===== src/rtl/axi_tput_pkg.sv =====
package axi_tput_pkg;
    localparam int REG_AW = 3;
    localparam int REG_DW = 32;

    localparam logic [REG_AW-1:0] A_WINDOW = 3'd0;
    localparam logic [REG_AW-1:0] A_CTRL   = 3'd1;
    localparam logic [REG_AW-1:0] A_STATUS = 3'd2;
    localparam logic [REG_AW-1:0] A_RD_LO  = 3'd4;
    localparam logic [REG_AW-1:0] A_RD_HI  = 3'd5;
    localparam logic [REG_AW-1:0] A_WR_LO  = 3'd6;
    localparam logic [REG_AW-1:0] A_WR_HI  = 3'd7;
endpackage


===== src/rtl/tput_window_timer.sv =====
module tput_window_timer #(
    parameter int IVL_W = 32
) (
    input  logic             clk,
    input  logic             rst_n,
    input  logic             run,
    input  logic [IVL_W-1:0] win_len,
    output logic             expire
);
    logic [IVL_W-1:0] cnt_d, cnt_q;
    logic [IVL_W-1:0] last;

    always_comb begin
        last   = (win_len == '0) ? '0 : win_len - 1'b1;
        expire = run && (cnt_q >= last);
        cnt_d  = cnt_q + 1'b1;
        if (!run || expire) begin
            cnt_d = '0;
        end
    end

    always_ff @(posedge clk) begin
        if (!rst_n) cnt_q <= '0;
        else        cnt_q <= cnt_d;
    end

    a_r4_restart: assert property (@(posedge clk) disable iff (!rst_n)
        expire |=> (cnt_q == '0));
    a_r11_idle_counter: assert property (@(posedge clk) disable iff (!rst_n)
        !run |=> (cnt_q == '0));
endmodule


===== src/rtl/tput_port_acc.sv =====
module tput_port_acc #(
    parameter int DATA_BYTES = 8,
    parameter int ACC_W      = 48
) (
    input  logic                  clk,
    input  logic                  rst_n,
    input  logic                  run,
    input  logic                  expire,
    input  logic                  rd_beat,
    input  logic                  wr_beat,
    input  logic [DATA_BYTES-1:0] strb,
    output logic [ACC_W-1:0]      rd_snap,
    output logic [ACC_W-1:0]      wr_snap
);
    typedef struct packed {
        logic [ACC_W-1:0] rd_acc;
        logic [ACC_W-1:0] wr_acc;
        logic [ACC_W-1:0] rd_snap;
        logic [ACC_W-1:0] wr_snap;
    } acc_t;

    acc_t st_d, st_q;
    logic [ACC_W-1:0] rd_inc, wr_inc;

    function automatic logic [ACC_W-1:0] sat_add(input logic [ACC_W-1:0] a,
                                                 input logic [ACC_W-1:0] b);
        logic [ACC_W:0] s;
        s = {1'b0, a} + {1'b0, b};
        return s[ACC_W] ? {ACC_W{1'b1}} : s[ACC_W-1:0];
    endfunction

    always_comb begin
        rd_inc = rd_beat ? ACC_W'(DATA_BYTES) : '0;
        wr_inc = '0;
        for (int i = 0; i < DATA_BYTES; i++) begin
            wr_inc = wr_inc + ACC_W'(strb[i] & wr_beat);
        end

        st_d = st_q;
        if (!run) begin
            st_d.rd_acc = '0;
            st_d.wr_acc = '0;
        end else if (expire) begin
            st_d.rd_snap = st_q.rd_acc;
            st_d.wr_snap = st_q.wr_acc;
            st_d.rd_acc  = rd_inc;
            st_d.wr_acc  = wr_inc;
        end else begin
            st_d.rd_acc = sat_add(st_q.rd_acc, rd_inc);
            st_d.wr_acc = sat_add(st_q.wr_acc, wr_inc);
        end
    end

    always_ff @(posedge clk) begin
        if (!rst_n) st_q <= '0;
        else        st_q <= st_d;
    end

    assign rd_snap = st_q.rd_snap;
    assign wr_snap = st_q.wr_snap;

    a_r8_no_wrap_rd: assert property (@(posedge clk) disable iff (!rst_n)
        (run && !expire) |=> (st_q.rd_acc >= $past(st_q.rd_acc)));
    a_r8_no_wrap_wr: assert property (@(posedge clk) disable iff (!rst_n)
        (run && !expire) |=> (st_q.wr_acc >= $past(st_q.wr_acc)));
    a_r5_snapshot: assert property (@(posedge clk) disable iff (!rst_n)
        (run && expire) |=> (st_q.rd_snap == $past(st_q.rd_acc)) &&
                            (st_q.wr_snap == $past(st_q.wr_acc)));
    a_r11_idle_clear: assert property (@(posedge clk) disable iff (!rst_n)
        !run |=> (st_q.rd_acc == '0) && (st_q.wr_acc == '0));
endmodule


===== src/rtl/axi_tput_mon.sv =====
module axi_tput_mon
    import axi_tput_pkg::*;
#(
    parameter int NPORT      = 3,
    parameter int DATA_BYTES = 8,
    parameter int ACC_W      = 48,
    parameter int IVL_W      = 32
) (
    input  logic                        clk,
    input  logic                        rst_n,
    input  logic [NPORT-1:0]            rvalid,
    input  logic [NPORT-1:0]            rready,
    input  logic [NPORT-1:0]            wvalid,
    input  logic [NPORT-1:0]            wready,
    input  logic [NPORT*DATA_BYTES-1:0] wstrb,
    input  logic                        wr_en,
    input  logic [2:0]                  wr_addr,
    input  logic [31:0]                 wr_data,
    input  logic [2:0]                  rd_addr,
    input  logic [2:0]                  rd_port,
    output logic [31:0]                 rd_data,
    output logic                        irq
);
    localparam int MET_W = 64;

    typedef struct packed {
        logic [IVL_W-1:0] win_len;
        logic             run;
        logic             done;
        logic             ovr;
    } regs_t;

    regs_t r_d, r_q;
    logic  expire;
    logic  clr_done, clr_ovr;
    logic [ACC_W-1:0] rd_snap [NPORT];
    logic [ACC_W-1:0] wr_snap [NPORT];
    logic [MET_W-1:0] sel_rd, sel_wr;

    tput_window_timer #(.IVL_W(IVL_W)) u_timer (
        .clk     (clk),
        .rst_n   (rst_n),
        .run     (r_q.run),
        .win_len (r_q.win_len),
        .expire  (expire)
    );

    for (genvar p = 0; p < NPORT; p++) begin : g_port
        tput_port_acc #(.DATA_BYTES(DATA_BYTES), .ACC_W(ACC_W)) u_acc (
            .clk     (clk),
            .rst_n   (rst_n),
            .run     (r_q.run),
            .expire  (expire),
            .rd_beat (rvalid[p] & rready[p]),
            .wr_beat (wvalid[p] & wready[p]),
            .strb    (wstrb[p*DATA_BYTES +: DATA_BYTES]),
            .rd_snap (rd_snap[p]),
            .wr_snap (wr_snap[p])
        );
    end

    always_comb begin
        clr_done = wr_en && (wr_addr == A_STATUS) && wr_data[0];
        clr_ovr  = wr_en && (wr_addr == A_STATUS) && wr_data[1];

        r_d = r_q;
        if (wr_en && wr_addr == A_WINDOW) r_d.win_len = wr_data[IVL_W-1:0];
        if (wr_en && wr_addr == A_CTRL)   r_d.run     = wr_data[0];

        if (expire)        r_d.done = 1'b1;
        else if (clr_done) r_d.done = 1'b0;

        if (expire && r_q.done && !clr_done) r_d.ovr = 1'b1;
        else if (clr_ovr)                    r_d.ovr = 1'b0;
    end

    always_ff @(posedge clk) begin
        if (!rst_n) r_q <= '0;
        else        r_q <= r_d;
    end

    always_comb begin
        sel_rd = '0;
        sel_wr = '0;
        for (int p = 0; p < NPORT; p++) begin
            if (int'(rd_port) == p) begin
                sel_rd = MET_W'(rd_snap[p]);
                sel_wr = MET_W'(wr_snap[p]);
            end
        end
        case (rd_addr)
            A_WINDOW: rd_data = 32'(r_q.win_len);
            A_CTRL:   rd_data = {31'd0, r_q.run};
            A_STATUS: rd_data = {30'd0, r_q.ovr, r_q.done};
            A_RD_LO:  rd_data = sel_rd[31:0];
            A_RD_HI:  rd_data = sel_rd[63:32];
            A_WR_LO:  rd_data = sel_wr[31:0];
            A_WR_HI:  rd_data = sel_wr[63:32];
            default:  rd_data = '0;
        endcase
    end

    assign irq = r_q.done;

    a_r6_done_set: assert property (@(posedge clk) disable iff (!rst_n)
        expire |=> r_q.done);
    a_r7_overrun: assert property (@(posedge clk) disable iff (!rst_n)
        (expire && r_q.done && !clr_done) |=> r_q.ovr);
    a_r11_no_close_idle: assert property (@(posedge clk) disable iff (!rst_n)
        !r_q.run |-> !expire);
endmodule


===== config.mk =====
export PLATFORM = sky130hd
export DESIGN_NAME = axi_tput_mon
export DESIGN_NICKNAME = d
export VERILOG_FILES = /design/src/rtl/axi_tput_pkg.sv /design/src/rtl/tput_window_timer.sv /design/src/rtl/tput_port_acc.sv /design/src/rtl/axi_tput_mon.sv
export SDC_FILE = /design/constraint.sdc
export NUM_CORES = 2
export LEC_CHECK = 0
export ABC_CLOCK_PERIOD_IN_PS = 6050
export BUFFER_PORTS_ARGS = -buffer_cell sky130_fd_sc_hd__buf_4
export CORE_MARGIN = 3
export CORE_UTILIZATION = 46
export CTS_BUF_LIST = sky130_fd_sc_hd__clkbuf_8
export CTS_CLUSTER_DIAMETER = 150
export DETAILED_ROUTE_END_ITERATION = 8
export PLACE_DENSITY_LB_ADDON = 0.15
export SKIP_CTS_REPAIR_TIMING = 1
export SLEW_MARGIN = 20
export SYNTH_ARGS = -nofsm -noshare
export SYNTH_HDL_FRONTEND = slang
export SYNTH_HIERARCHICAL = 1
export SYNTH_SLANG_ARGS = --single-unit

===== constraint.sdc =====
create_clock -name clk -period 6.05 [get_ports clk]
set_input_delay 0.3025 -clock clk [delete_from_list [all_inputs] [get_ports clk]]
set_output_delay 0.3025 -clock clk [all_outputs]
set_load 0.005 [all_outputs]

==> out/results.tsv <==
stage	metric	value	unit
drt	vias per std cell	5.648	
drt	DRT antenna net count	0	
final_layout	flip-flop and latch area	12630	µm²
power	peak supply drop	0.0001596	V
timing	RSZ-0062 raised after global routing	no	
timing	Max Freq	0.1925	GHz
timing	final number of hold-violating endpoints	0	
global_route	global-route wire length before repair	153900	µm
timing	min Tclk post-route	5195	ps
synthesis	post-synthesis cell count	4153	
placement	GPL Wtd Cong	0.8987	
synthesis	asr flop ratio synth	0	
synthesis	synthesized cell area	34090	µm²
power	PwrDens	245.7	nW/µm²
worst_setup_path	Max stage delay on crit path	730	ps
floorplan	die area	77400	µm²
clock_tree	H-tree levels	3	
final_layout	share of cells above drive strength 1	0.1098	
outcome	status	finished clean	
synthesis	Synth Area per Inst	8.207	µm²
clock_tree	CTS tree	built	
synthesis	main flop type after synthesis	dfxtp_1	
timing	total negative slack	0	ps
final_layout	area of the multi-input gates	18080	µm²
floorplan	core area	73210	µm²
drt	Vias	28100	
power	Pleak	11.95	nW
drt	router iterations before antenna repair	5	
final_layout	Final #Nets	4085	
timing	Worst Skew	36.84	ps
final_layout	filler cell count	7149	
timing	hold slack	19.72	ps
worst_setup_path	maximum fanout along the worst path	45	
timing	final critical-path setup slack	855.0	ps
global_route	GRT overflow	0	
floorplan	FP Rows	99	
timing	Max Transition Viols Final	0	
min_path	Worst Hold Class	in -> reg	
synthesis	EDFF count, synth	0	
synthesis	synth warn	6	
synthesis	flops & latches, synth	631	
final_layout	post-layout util	0.4938	
timing	final setup violation count	0	
drt	routed wire length per instance	20.45	µm
floorplan	num ports	113	
floorplan	starting density of the core	0.4656	
global_route	initial antenna violation count	5	
worst_setup_path	CP startpoint kind	flop	
clock_tree	count of clock tree sinks	631	
worst_setup_path	critical path cell sequence	or4_4 > nor4_2 > inv_2 > nor4_1 > nor2_1 > a21oi_1 > ha_1 > a21oi_1 > o21ai_0 > a211oi_1 > o31ai_1 > o21a_1 > buf_4 > buf_4 > inv_1 > nand3_2 > buf_12 > a41o_1 > nor2_1	
clock_tree	Root Driver	clkbuf_8	
final_layout	Area Growth Syn to Fin	6.053	%
clock_tree	latest clock arrival within the worst-skew pair	740	ps
synthesis	Synth cell types	97	
drt	DR DRC count	0	
timing	worst slew pin tran	1002	ps
worst_setup_path	Setup CP Type	reg -> reg	
placement	DP Wirelength	72830	µm
timing	Tcrit/Tclk final	0.8587	
worst_setup_path	slowest CP cell	nor4_1	
floorplan	width of the die	278.2	µm
clock_tree	Clock transition at path regs	70	ps
worst_setup_path	CP Capture Type	flop	
timing	Slew HR	0.3264	
clock_tree	deepest clock path buffer count	3	
drt	Routed WL	101800	µm
global_route	gr usage total	0.2537	
global_route	vias in the first global route	25530	
placement	Place WS	483.4	ps
job	max-cap check violation count	0	
global_route	pin count of the biggest net entering global routing	95	
worst_setup_path	Arr. time, crit path	5840	ps
worst_setup_path	Critical Path RT	6700	ps
floorplan	DIE HEIGHT	278.2	µm
synthesis	syn nets	4310	
drt	initial drt markers	2620	
placement	port bufs	112	
clock_tree	total CTS buffers	110	
synthesis	Seq/Total Area, Yosys	0.3706	
-- power breakdown --
| part | internal, mW | switching [mW] | total, mW | leakage (nW) |
|---|---|---|---|---|
| clock | 2.31 | 1.86 | 4.17 | 1.36 |
| sequential | 4.16 | 0.0100 | 4.17 | 5.08 |
| combinational | 0.232 | 0.308 | 0.540 | 5.51 |
| total | 6.70 | 2.18 | 8.88 | 11.9 |
-- layout make-up --
| type | count | share of cell area |
|---|---|---|
| Tap cell | 959 | 0.03319 |
| Timing Repair Buffer | 195 | 0.04572 |
| Clock buffer | 141 | 0.05368 |
| Multi-Input combinational cell | 2932 | 0.5002 |
| Antenna cell | 1 | 0.00006923 |
| Clock inverter | 59 | 0.01170 |
| Inverter | 58 | 0.006023 |
| Sequential cell | 631 | 0.3495 |
-- metal layers --
| layer | global-route usage | part of all wire |
|---|---|---|
| met5 | 0 | 0.00027 |
| met4 | 0.09801 | 0.041 |
| met3 | 0.04807 | 0.064 |
| met1 | 0.3735 | 0.48 |
| met2 | 0.3652 | 0.42 |
-- placed cells by master, fill, tap and decap left out, types with 42 or more instances in the layout --
cell type	Yosys	layout
xnor2_1	129	129
nor2_1	171	171
a21boi_0	311	311
nor3_1	82	81
nand3_1	109	106
dfxtp_1	631	631
a21oi_1	243	243
and4_1	44	44
buf_4	289	153
and3_1	42	42
a22oi_1	47	47
xor2_1	123	123
ha_1	62	62
mux2_2	46	46
nand2_1	832	829
a31oi_1	43	43
nor4_1	54	52
o21ai_0	52	52
clkbuf_8	1	142
inv_1	55	91
nand4_1	107	107
-- cell usage after synthesis (16+ instances only) --
cell	instances	area, µm²
o21ai_0	52	260.3
dfxtp_1	631	12630
nor2b_1	16	100.1
o211ai_1	21	157.7
buf_2	38	190.2
nand4_1	107	669.4
a2bb2oi_1	28	245.2
a21oi_1	243	1216
nor3_1	82	410.4
a211oi_1	26	195.2
a31oi_1	43	269.0
buf_4	289	2170
a22oi_1	47	352.8
nor4_1	54	337.8
nor2_1	171	641.9
mux2i_1	21	210.2
ha_1	62	775.7
a21boi_0	311	2335
mux2_2	46	518.0
xor2_1	123	1077
buf_1	16	60.06
clkbuf_1	177	664.4
nand2b_1	33	206.5
or3_1	17	106.4
and3_1	42	262.8
nand2_1	832	3123
and4_1	44	385.4
a21o_1	27	202.7
inv_1	55	206.5
nand3_1	109	545.5
xnor2_1	129	1130
or4_1	22	165.2
and2_1	35	219.0
-- through the flow --
stage               instances  cell area (µm²)  power [mW]
finish                   4976            36150       8.882
global route             4976            36150       9.207
CTS                      4942            35800       8.945
detailed placement       4742            33440       4.781
global placement         4742            33440       4.777
floorplan                4153            34090       4.622
-- worst max-delay path: cells and delay by family (launching register included) --
family          cells  cell delay (ps)
buf+inv             5             1040
compound gates      7             1270
flops               1              380
simple gates        6             2090
fa+ha+maj           1              290
-- state kept, by name, summed over array words and instances (netlist names) --
register / count
g_port.u_acc/wr_snap: 144
u_timer/cnt_q: 32
r_q: 34
irq: 1
g_port.u_acc/st_q: 282
g_port.u_acc/rd_snap: 138
-- path summary, 6_finish.rpt --
check | startpoint | endpoint | slack (ps) | cells past startpoint
hold reg to reg | g_port[0].u_acc/st_q[145] | g_port[0].u_acc/rd_snap[2] | 440 | 2
setup / recovery | r_q[30] | g_port[0].u_acc/st_q[188] | 860 | 19
setup reg to reg | r_q[30] | g_port[0].u_acc/st_q[188] | 860 | 19
hold / removal | wr_addr[1] | r_q[2] | 20 | 4
-- logic make-up (layout without fill, tap and decap cells) --
family                     count (synthesis)  after routing  share of synthesized area
AOI/OAI and AO/OA                        894            894                     0.1766
xor gates and xnor gates                 252            252                    0.06475
adders and majority gates                 77             77                    0.03157
buffers and inverters                    590            453                     0.1012
DFF                                      631            631                     0.3706
muxes                                     67             67                    0.02136
other                                      0              1                          0
and+or+nand+nor                         1642           1642                     0.2339
Note: power is estimated with default switching activity, not from simulation.
